### config.mk
export PLATFORM = sky130hd
export DESIGN_NAME = stepper_phase_seq
export DESIGN_NICKNAME = d
export VERILOG_FILES = /design/src/rtl/stp_pkg.sv /design/src/rtl/stp_edge_sync.sv /design/src/rtl/stp_mode_decode.sv /design/src/rtl/stp_wave_map.sv /design/src/rtl/stepper_phase_seq.sv
export SDC_FILE = /design/constraint.sdc
export NUM_CORES = 1
export LEC_CHECK = 0
export CORE_UTILIZATION = 45
export DETAILED_ROUTE_END_ITERATION = 16
export DONT_BUFFER_PORTS = 1
export SLEW_MARGIN = 20
export SYNTH_ARGS = -nofsm -noshare
export SYNTH_HDL_FRONTEND = slang
export SYNTH_SLANG_ARGS = --single-unit
### constraint.sdc
create_clock -name clk -period 6.15 [get_ports clk]
set_input_delay 0.3075 -clock clk [delete_from_list [all_inputs] [get_ports clk]]
set_output_delay 0.3075 -clock clk [all_outputs]
set_load 0.1 [all_outputs]
### src/rtl/stp_pkg.sv
package stp_pkg;
    localparam int IDX_W  = 6;
    localparam int FRAC_W = 4;
    localparam int FRAC_N = 1 << FRAC_W;

    typedef logic [IDX_W-1:0] idx_t;

    // value is log2 of the step size in 1/64-cycle units
    typedef enum logic [2:0] {
        GR_SIXTEENTH = 3'd0,
        GR_EIGHTH    = 3'd1,
        GR_QUARTER   = 3'd2,
        GR_HALF      = 3'd3,
        GR_FULL      = 3'd4
    } gran_e;

    typedef enum logic {
        SEQ_HOLD = 1'b0,
        SEQ_RUN  = 1'b1
    } seq_state_e;
endpackage

### src/rtl/stp_edge_sync.sv
module stp_edge_sync #(
    parameter int SYNC_STAGES = 2
) (
    input  logic clk,
    input  logic rst_n,
    input  logic din,
    input  logic both_edges,
    output logic pulse
);
    localparam int CHAIN_W = SYNC_STAGES + 1;

    logic [CHAIN_W-1:0] chain_q;
    logic               synced;
    logic               prior;

    always_ff @(posedge clk or negedge rst_n) begin
        if (!rst_n) chain_q <= '0;
        else        chain_q <= {chain_q[CHAIN_W-2:0], din};
    end

    assign synced = chain_q[SYNC_STAGES-1];
    assign prior  = chain_q[SYNC_STAGES];
    assign pulse  = both_edges ? (synced ^ prior) : (synced & ~prior);
endmodule

### src/rtl/stp_mode_decode.sv
module stp_mode_decode
    import stp_pkg::*;
(
    input  logic [2:0] mode_sel,
    output gran_e      gran,
    output logic       both_edges,
    output logic       full_step
);
    always_comb begin
        unique case (mode_sel)
            3'b100: gran = GR_FULL;
            3'b101: gran = GR_QUARTER;
            3'b110: gran = GR_HALF;
            3'b111: gran = GR_EIGHTH;
            3'b000: gran = GR_HALF;
            3'b001: gran = GR_EIGHTH;
            3'b010: gran = GR_QUARTER;
            3'b011: gran = GR_SIXTEENTH;
        endcase
    end

    assign both_edges = ~mode_sel[2];
    assign full_step  = (gran == GR_FULL);
endmodule

### src/rtl/stp_wave_map.sv
module stp_wave_map
    import stp_pkg::*;
#(
    parameter int AMP_W = 8
) (
    input  idx_t             idx,
    input  logic             full_step,
    input  logic             drive_on,
    output logic             coil_a_pos,
    output logic             coil_a_neg,
    output logic             coil_b_pos,
    output logic             coil_b_neg,
    output logic [AMP_W-1:0] amp_a,
    output logic [AMP_W-1:0] amp_b,
    output logic [1:0]       quad_mon,
    output logic             off_origin
);
    localparam int unsigned AMP_MAX = (1 << AMP_W) - 1;
    localparam logic [FRAC_W:0] QTR_LEN = (FRAC_W+1)'(FRAC_N);

    // winding ratio in percent at eighths of a quarter cycle
    function automatic int unsigned ratio_code(input int unsigned k);
        int unsigned pct;
        case (k)
            0, 1:    pct = 100;
            2:       pct = 92;
            3:       pct = 83;
            4:       pct = 71;
            5:       pct = 55;
            6:       pct = 40;
            7:       pct = 20;
            default: pct = 0;
        endcase
        return (pct * AMP_MAX + 50) / 100;
    endfunction

    function automatic logic [AMP_W-1:0] qwave(input int unsigned f);
        int unsigned lo;
        int unsigned hi;
        lo = ratio_code(f >> 1);
        hi = ratio_code((f >> 1) + 1);
        if ((f % 2) == 0) return AMP_W'(lo);
        return AMP_W'((lo + hi + 1) / 2);
    endfunction

    logic [AMP_W-1:0] rom [FRAC_N+1];

    for (genvar g = 0; g <= FRAC_N; g++) begin : g_rom
        assign rom[g] = qwave(g);
    end

    logic [1:0]        quad;
    logic [FRAC_W-1:0] frac;
    logic [FRAC_W:0]   lag_sel;
    logic [AMP_W-1:0]  lead;
    logic [AMP_W-1:0]  lag;
    logic [AMP_W-1:0]  mag_a;
    logic [AMP_W-1:0]  mag_b;
    logic              neg_a;
    logic              neg_b;

    assign quad    = idx[IDX_W-1 -: 2];
    assign frac    = idx[FRAC_W-1:0];
    assign lag_sel = QTR_LEN - {1'b0, frac};
    assign lead    = rom[frac];
    assign lag     = rom[lag_sel];

    always_comb begin
        unique case (quad)
            2'd0: begin mag_a = lead; mag_b = lag;  neg_a = 1'b0; neg_b = 1'b0; end
            2'd1: begin mag_a = lag;  mag_b = lead; neg_a = 1'b1; neg_b = 1'b0; end
            2'd2: begin mag_a = lead; mag_b = lag;  neg_a = 1'b1; neg_b = 1'b1; end
            2'd3: begin mag_a = lag;  mag_b = lead; neg_a = 1'b0; neg_b = 1'b1; end
        endcase
        if (full_step) begin
            mag_a = AMP_W'(AMP_MAX);
            mag_b = AMP_W'(AMP_MAX);
        end
    end

    assign amp_a      = mag_a;
    assign amp_b      = mag_b;
    assign coil_a_pos = drive_on && !neg_a && (mag_a != '0);
    assign coil_a_neg = drive_on &&  neg_a && (mag_a != '0);
    assign coil_b_pos = drive_on && !neg_b && (mag_b != '0);
    assign coil_b_neg = drive_on &&  neg_b && (mag_b != '0);
    assign quad_mon   = quad;
    assign off_origin = (frac != '0);
endmodule

### src/rtl/stepper_phase_seq.sv
module stepper_phase_seq
    import stp_pkg::*;
#(
    parameter int AMP_W       = 8,
    parameter int SYNC_STAGES = 2
) (
    input  logic             clk,
    input  logic             rst_n,
    input  logic             run_en,
    input  logic             step_in,
    input  logic             dir_fwd,
    input  logic [2:0]       mode_sel,
    input  logic             home_req,
    output logic             coil_a_pos,
    output logic             coil_a_neg,
    output logic             coil_b_pos,
    output logic             coil_b_neg,
    output logic [AMP_W-1:0] amp_a,
    output logic [AMP_W-1:0] amp_b,
    output logic [1:0]       quad_mon,
    output logic             off_origin
);
    seq_state_e state_q, state_d;
    idx_t       idx_q, idx_d;
    idx_t       step_amt, step_mask, idx_snap;
    logic [2:0] mode_q, mode_eff;
    gran_e      gran;
    logic       both_edges, full_step, step_pulse, drive_on;

    assign drive_on = (state_q == SEQ_RUN);
    assign mode_eff = drive_on ? mode_sel : mode_q;

    stp_mode_decode u_dec (
        .mode_sel   (mode_eff),
        .gran       (gran),
        .both_edges (both_edges),
        .full_step  (full_step)
    );

    stp_edge_sync #(.SYNC_STAGES(SYNC_STAGES)) u_sync (
        .clk        (clk),
        .rst_n      (rst_n),
        .din        (step_in),
        .both_edges (both_edges),
        .pulse      (step_pulse)
    );

    always_comb begin
        unique case (state_q)
            SEQ_HOLD: state_d = run_en ? SEQ_RUN : SEQ_HOLD;
            SEQ_RUN:  state_d = run_en ? SEQ_RUN : SEQ_HOLD;
        endcase
    end

    assign step_amt  = idx_t'(1) << gran;
    assign step_mask = step_amt - idx_t'(1);
    assign idx_snap  = (idx_q + (step_amt >> 1)) & ~step_mask;

    always_comb begin
        idx_d = idx_q;
        unique case (state_q)
            SEQ_HOLD: idx_d = idx_q;
            SEQ_RUN: begin
                if (home_req)
                    idx_d = {idx_q[IDX_W-1 -: 2], {FRAC_W{1'b0}}};
                else if (step_pulse)
                    idx_d = dir_fwd ? (idx_snap + step_amt) : (idx_snap - step_amt);
                else
                    idx_d = idx_snap;
            end
        endcase
    end

    always_ff @(posedge clk or negedge rst_n) begin
        if (!rst_n) begin
            state_q <= SEQ_HOLD;
            idx_q   <= '0;
            mode_q  <= '0;
        end else begin
            state_q <= state_d;
            idx_q   <= idx_d;
            if (drive_on) mode_q <= mode_sel;
        end
    end

    stp_wave_map #(.AMP_W(AMP_W)) u_wave (
        .idx        (idx_q),
        .full_step  (full_step),
        .drive_on   (drive_on),
        .coil_a_pos (coil_a_pos),
        .coil_a_neg (coil_a_neg),
        .coil_b_pos (coil_b_pos),
        .coil_b_neg (coil_b_neg),
        .amp_a      (amp_a),
        .amp_b      (amp_b),
        .quad_mon   (quad_mon),
        .off_origin (off_origin)
    );

    p_hold_coils_off_r12: assert property (@(posedge clk) disable iff (!rst_n)
        !run_en |=> !(coil_a_pos || coil_a_neg || coil_b_pos || coil_b_neg));

    p_hold_frozen_r12: assert property (@(posedge clk) disable iff (!rst_n)
        (state_q == SEQ_HOLD) |=> $stable(idx_q));

    p_home_origin_r10: assert property (@(posedge clk) disable iff (!rst_n)
        (drive_on && home_req) |=> (!off_origin && quad_mon == $past(idx_q[IDX_W-1 -: 2])));

    p_grid_aligned_r11: assert property (@(posedge clk) disable iff (!rst_n)
        drive_on |=> ((idx_q & $past(step_mask)) == '0));

    p_full_both_max_r8: assert property (@(posedge clk) disable iff (!rst_n)
        full_step |-> (amp_a == {AMP_W{1'b1}} && amp_b == {AMP_W{1'b1}}));
endmodule

==> summary.md <==
| Metric | Value |
|---|---|
| Max-cap violations | 0 |
| Failing checks | DRC |
| Routed wl met2 | 2.509 mm |
| RePlAce Congestion | 0.9516 |
| Number of global-route vias before repair | 1,901 |
| Outcome | finished, violations left |
| Post-CTS Resized | 0 |
| Die H | approximately 70 um |
| Startpoint Class | flip-flop |
| R2r setup slk | between 1 and 1.5 ns |
| Crit path top cell by count | ha_1 |
| GR Overflow Total | 0 |
| Metal3 WL | about 150 um |
| Max incr delay on CP | 0.70 ns |
| Initial antenna violation count | 0 |
| First-pass DRT Iterations | 10 |
| TritonCTS clock tree | built |
| Slew Limit Fails | 0 |
| Post-synthesis sequential area ratio | 0.1505 |
| Routed len/inst | roughly 15 um |
| Final setup skew | 0.004234 ns |
| Nets | 322 |
| First-pass GRT wire length | 8.921 mm |
| Critical path class | flip-flop to flip-flop |
| Yosys top cell by area | dfrtp_1 |
| Core area | between 0.004 and 0.005 mm2 |
| Fin crit share | 0.7685 |
| Setup TNS | 0 ns |
| Hold path cells | 0 |
| DRC | 4 |
| Reg2Reg Depth | 19 |
| # hold bufs at CTS | 1 |
| CP Cell Sequence | mux2i_1 -> ha_1 -> nand2_1 -> o211ai_1 -> a211oi_1 -> ha_1 -> inv_1 -> fa_1 -> inv_1 -> a21o_1 -> a21oi_1 -> xnor2_1 -> nor2b_1 -> ha_1 -> or3_1 -> o21ai_0 -> nor3_1 -> or4_1 -> a31oi_1 |
| Post-DR vias/cell | 5.868 |
| Clk root buf | clkbuf_8 |
| Pin count of the biggest net entering global routing | 27 |
| Mapped cell area | 0.002162 mm2 |
| H-tree depth | 1 |
| Finished Cell Area | 0.002512 mm2 |
| CP Capture Type | flip-flop |
| Final min period | 4.727 ns |
| Data arrival, critical path | 4.90 ns |
| DR iter-0 viols | 147 |
| Most common cell after layout, fill and taps aside | nand2_1 |
| Slew @ Worst Pin | 1.058 ns |
| Max Buffers Root-to-Sink | 2 |
| Most used DFF post-synth | dfrtp_1 |
| Post-CTS Setup Bufs | 0 |
| Avg Synthesized Cell Area | about 7.5 um2 |
| FP Rows | 24 |
| Routed Antenna Nets | 0 |
| Finish-stage setup viols | 0 |
| CTS buffer count | 3 |
| Routed WL | 5.156 mm |
| Hold Crit Start | run_en |
| R2r endpoint | idx_q[5]$_DFFE_PN0P_ |
| Slowest CP cell | dfrtp_1 |
| Cells after Synth | 289 |
| Count of state elements after synthesis | 13 |
| Starting Density | 0.4832 |
| Required @ worst endpoint | 6.32 ns |
| Worst r2r src | drive_on$_DFF_PN0_ |
| Post-DP Area | 0.002456 mm2 |
| Hold Path End | drive_on$_DFF_PN0_ |
| Clk Latency, worst-skew pair | 0.25 ns |
| Die Wd | 71.32 um |
| Max Freq | 0.2116 GHz |
| Gr usage total | 0.2175 |
| Synth unique cells | 56 |
| Share of cells above drive strength 1 | 0.1176 |
| Synthesized Nets | 321 |
| Fraction of registers with async set/reset | 1.000 |
| Die Area | roughly 0.0051 mm2 |
| Count of input and output buffers | 0 |
| Ant diodes | 0 |
| Vias post-DR | 2,001 |
| Layout filler cell count | 408 |
| Top sig layer | met4 |
| Num ports | 32 |
| Worst min path class | primary input to flip-flop |
| M1 WL | 2.353 mm |
| Top cells by area, synth | dfrtp_1 15%, ha_1 12%, xnor2_1 6.5% |
| Placed wire-length estimate | a little over 4 mm |
| Post-synth EDFFs | 0 |
| Synth top area share | 0.1505 |
| # clock sinks | 13 |
| Relative slew slack | 0.2941 |
| Most frequent cells in the layout | 33 x nand2_1, 21 x ha_1, 20 x nor2_1 |
| RSZ-0062 raised after global routing | no |
| CP Max Fanout | 17 |
| Yosys warns | 0 |
| Final hold violations | 0 |
| Clock transition at path regs | 0.06 ns |
| P&R area growth vs syn | 16.20% |
## through the flow
step                      instances  hold slack (ns)  setup WS (ns)    util
after global routing            341          0.07421          1.056  0.5615
after detailed placement        336          0.01219          1.459  0.5489
after floorplan                 289          0.01191         0.5383       -
after global placement          336          0.01218          1.599  0.5489
final                           341          0.08902          1.423  0.5615
after CTS                       341          0.08114          1.447  0.5615
## worst max path at each step
stage	cells after the start	from	slack (ns)	to
global route	19	drive_on$_DFF_PN0_	1.06	idx_q[5]$_DFFE_PN0P_
detailed placement	19	drive_on$_DFF_PN0_	1.46	idx_q[5]$_DFFE_PN0P_
finish	19	drive_on$_DFF_PN0_	1.42	idx_q[5]$_DFFE_PN0P_
CTS	19	drive_on$_DFF_PN0_	1.45	idx_q[5]$_DFFE_PN0P_
global placement	18	drive_on$_DFF_PN0_	1.60	idx_q[5]$_DFFE_PN0P_
floorplan	9	idx_q[1]$_DFFE_PN0P_	0.54	coil_a_neg
## registers in the layout, indices dropped and copies added, names as in the netlist
| signal | count |
|---|---|
| drive_on | 1 |
| idx_q | 6 |
| mode_q | 3 |
| u_sync.chain_q | 3 |
## worst max-delay path, delay by kind of cell (launching register included)
family	cells	cell delay, ns
adder cells (fa/ha/maj)	4	1.19
AO/OA/AOI/OAI	6	1.09
AND/OR/NAND/NOR	5	1.07
flip-flops	1	0.70
multiplexers	1	0.33
buffers and inverters	2	0.13
XOR/XNOR	1	0.13
## synthesized netlist by cell type (2+ instances only)
cell type / n
o21ai_0: 13
a211oi_1: 5
nor2b_1: 4
a21o_1: 5
o22ai_1: 4
ha_1: 21
a41oi_1: 2
a21oi_1: 16
and3_1: 2
or3_1: 3
mux2i_1: 4
or4_1: 2
xnor2_1: 16
a31oi_1: 3
dfrtp_1: 13
nand2_1: 33
o211ai_1: 13
a2bb2oi_1: 2
mux2_2: 4
a22oi_1: 2
clkbuf_1: 8
buf_1: 2
nor3_1: 6
o31ai_1: 3
inv_1: 19
nor2_1: 22
buf_2: 6
nand3_1: 7
xor2_1: 4
and2_1: 5
buf_4: 2
fa_1: 2
o2111ai_1: 4
nand4_1: 4
nand2b_1: 7
## layout make-up
cell class                      instances  area, um2  area share
Tap cell                               52      65.06     0.02590
Clock inverter                          1      5.005    0.001992
Inverter                               20      75.07     0.02988
Sequential cell                        13      325.3      0.1295
Multi-Input combinational cell        237       1693      0.6738
Timing Repair Buffer                   15      307.8      0.1225
Clock buffer                            3      41.29     0.01643
## kinds of logic (layout without fill, tap and decap cells)
kind of cell               count (synthesis)  in the layout  synth area share
xor gates and xnor gates                  20             20           0.08101
adders and majority gates                 24             24            0.1447
AOI/OAI and AO/OA                         80             80            0.2541
and+or+nand+nor                          103            103            0.2350
DFF                                       13             13            0.1505
buffers and inverters                     39             39           0.07812
muxes                                     10             10           0.05671
## routing by layer
metal,vias to the layer above,track usage
li1,1043,-
met1,902,0.2802
met2,44,0.3735
met3,12,0.01266
met4,0,0.1022
met5,-,0
Power is left out: the tool's default activity adds up to more than one toggle a clock period on the data nets, which glitch-free logic cannot reach.
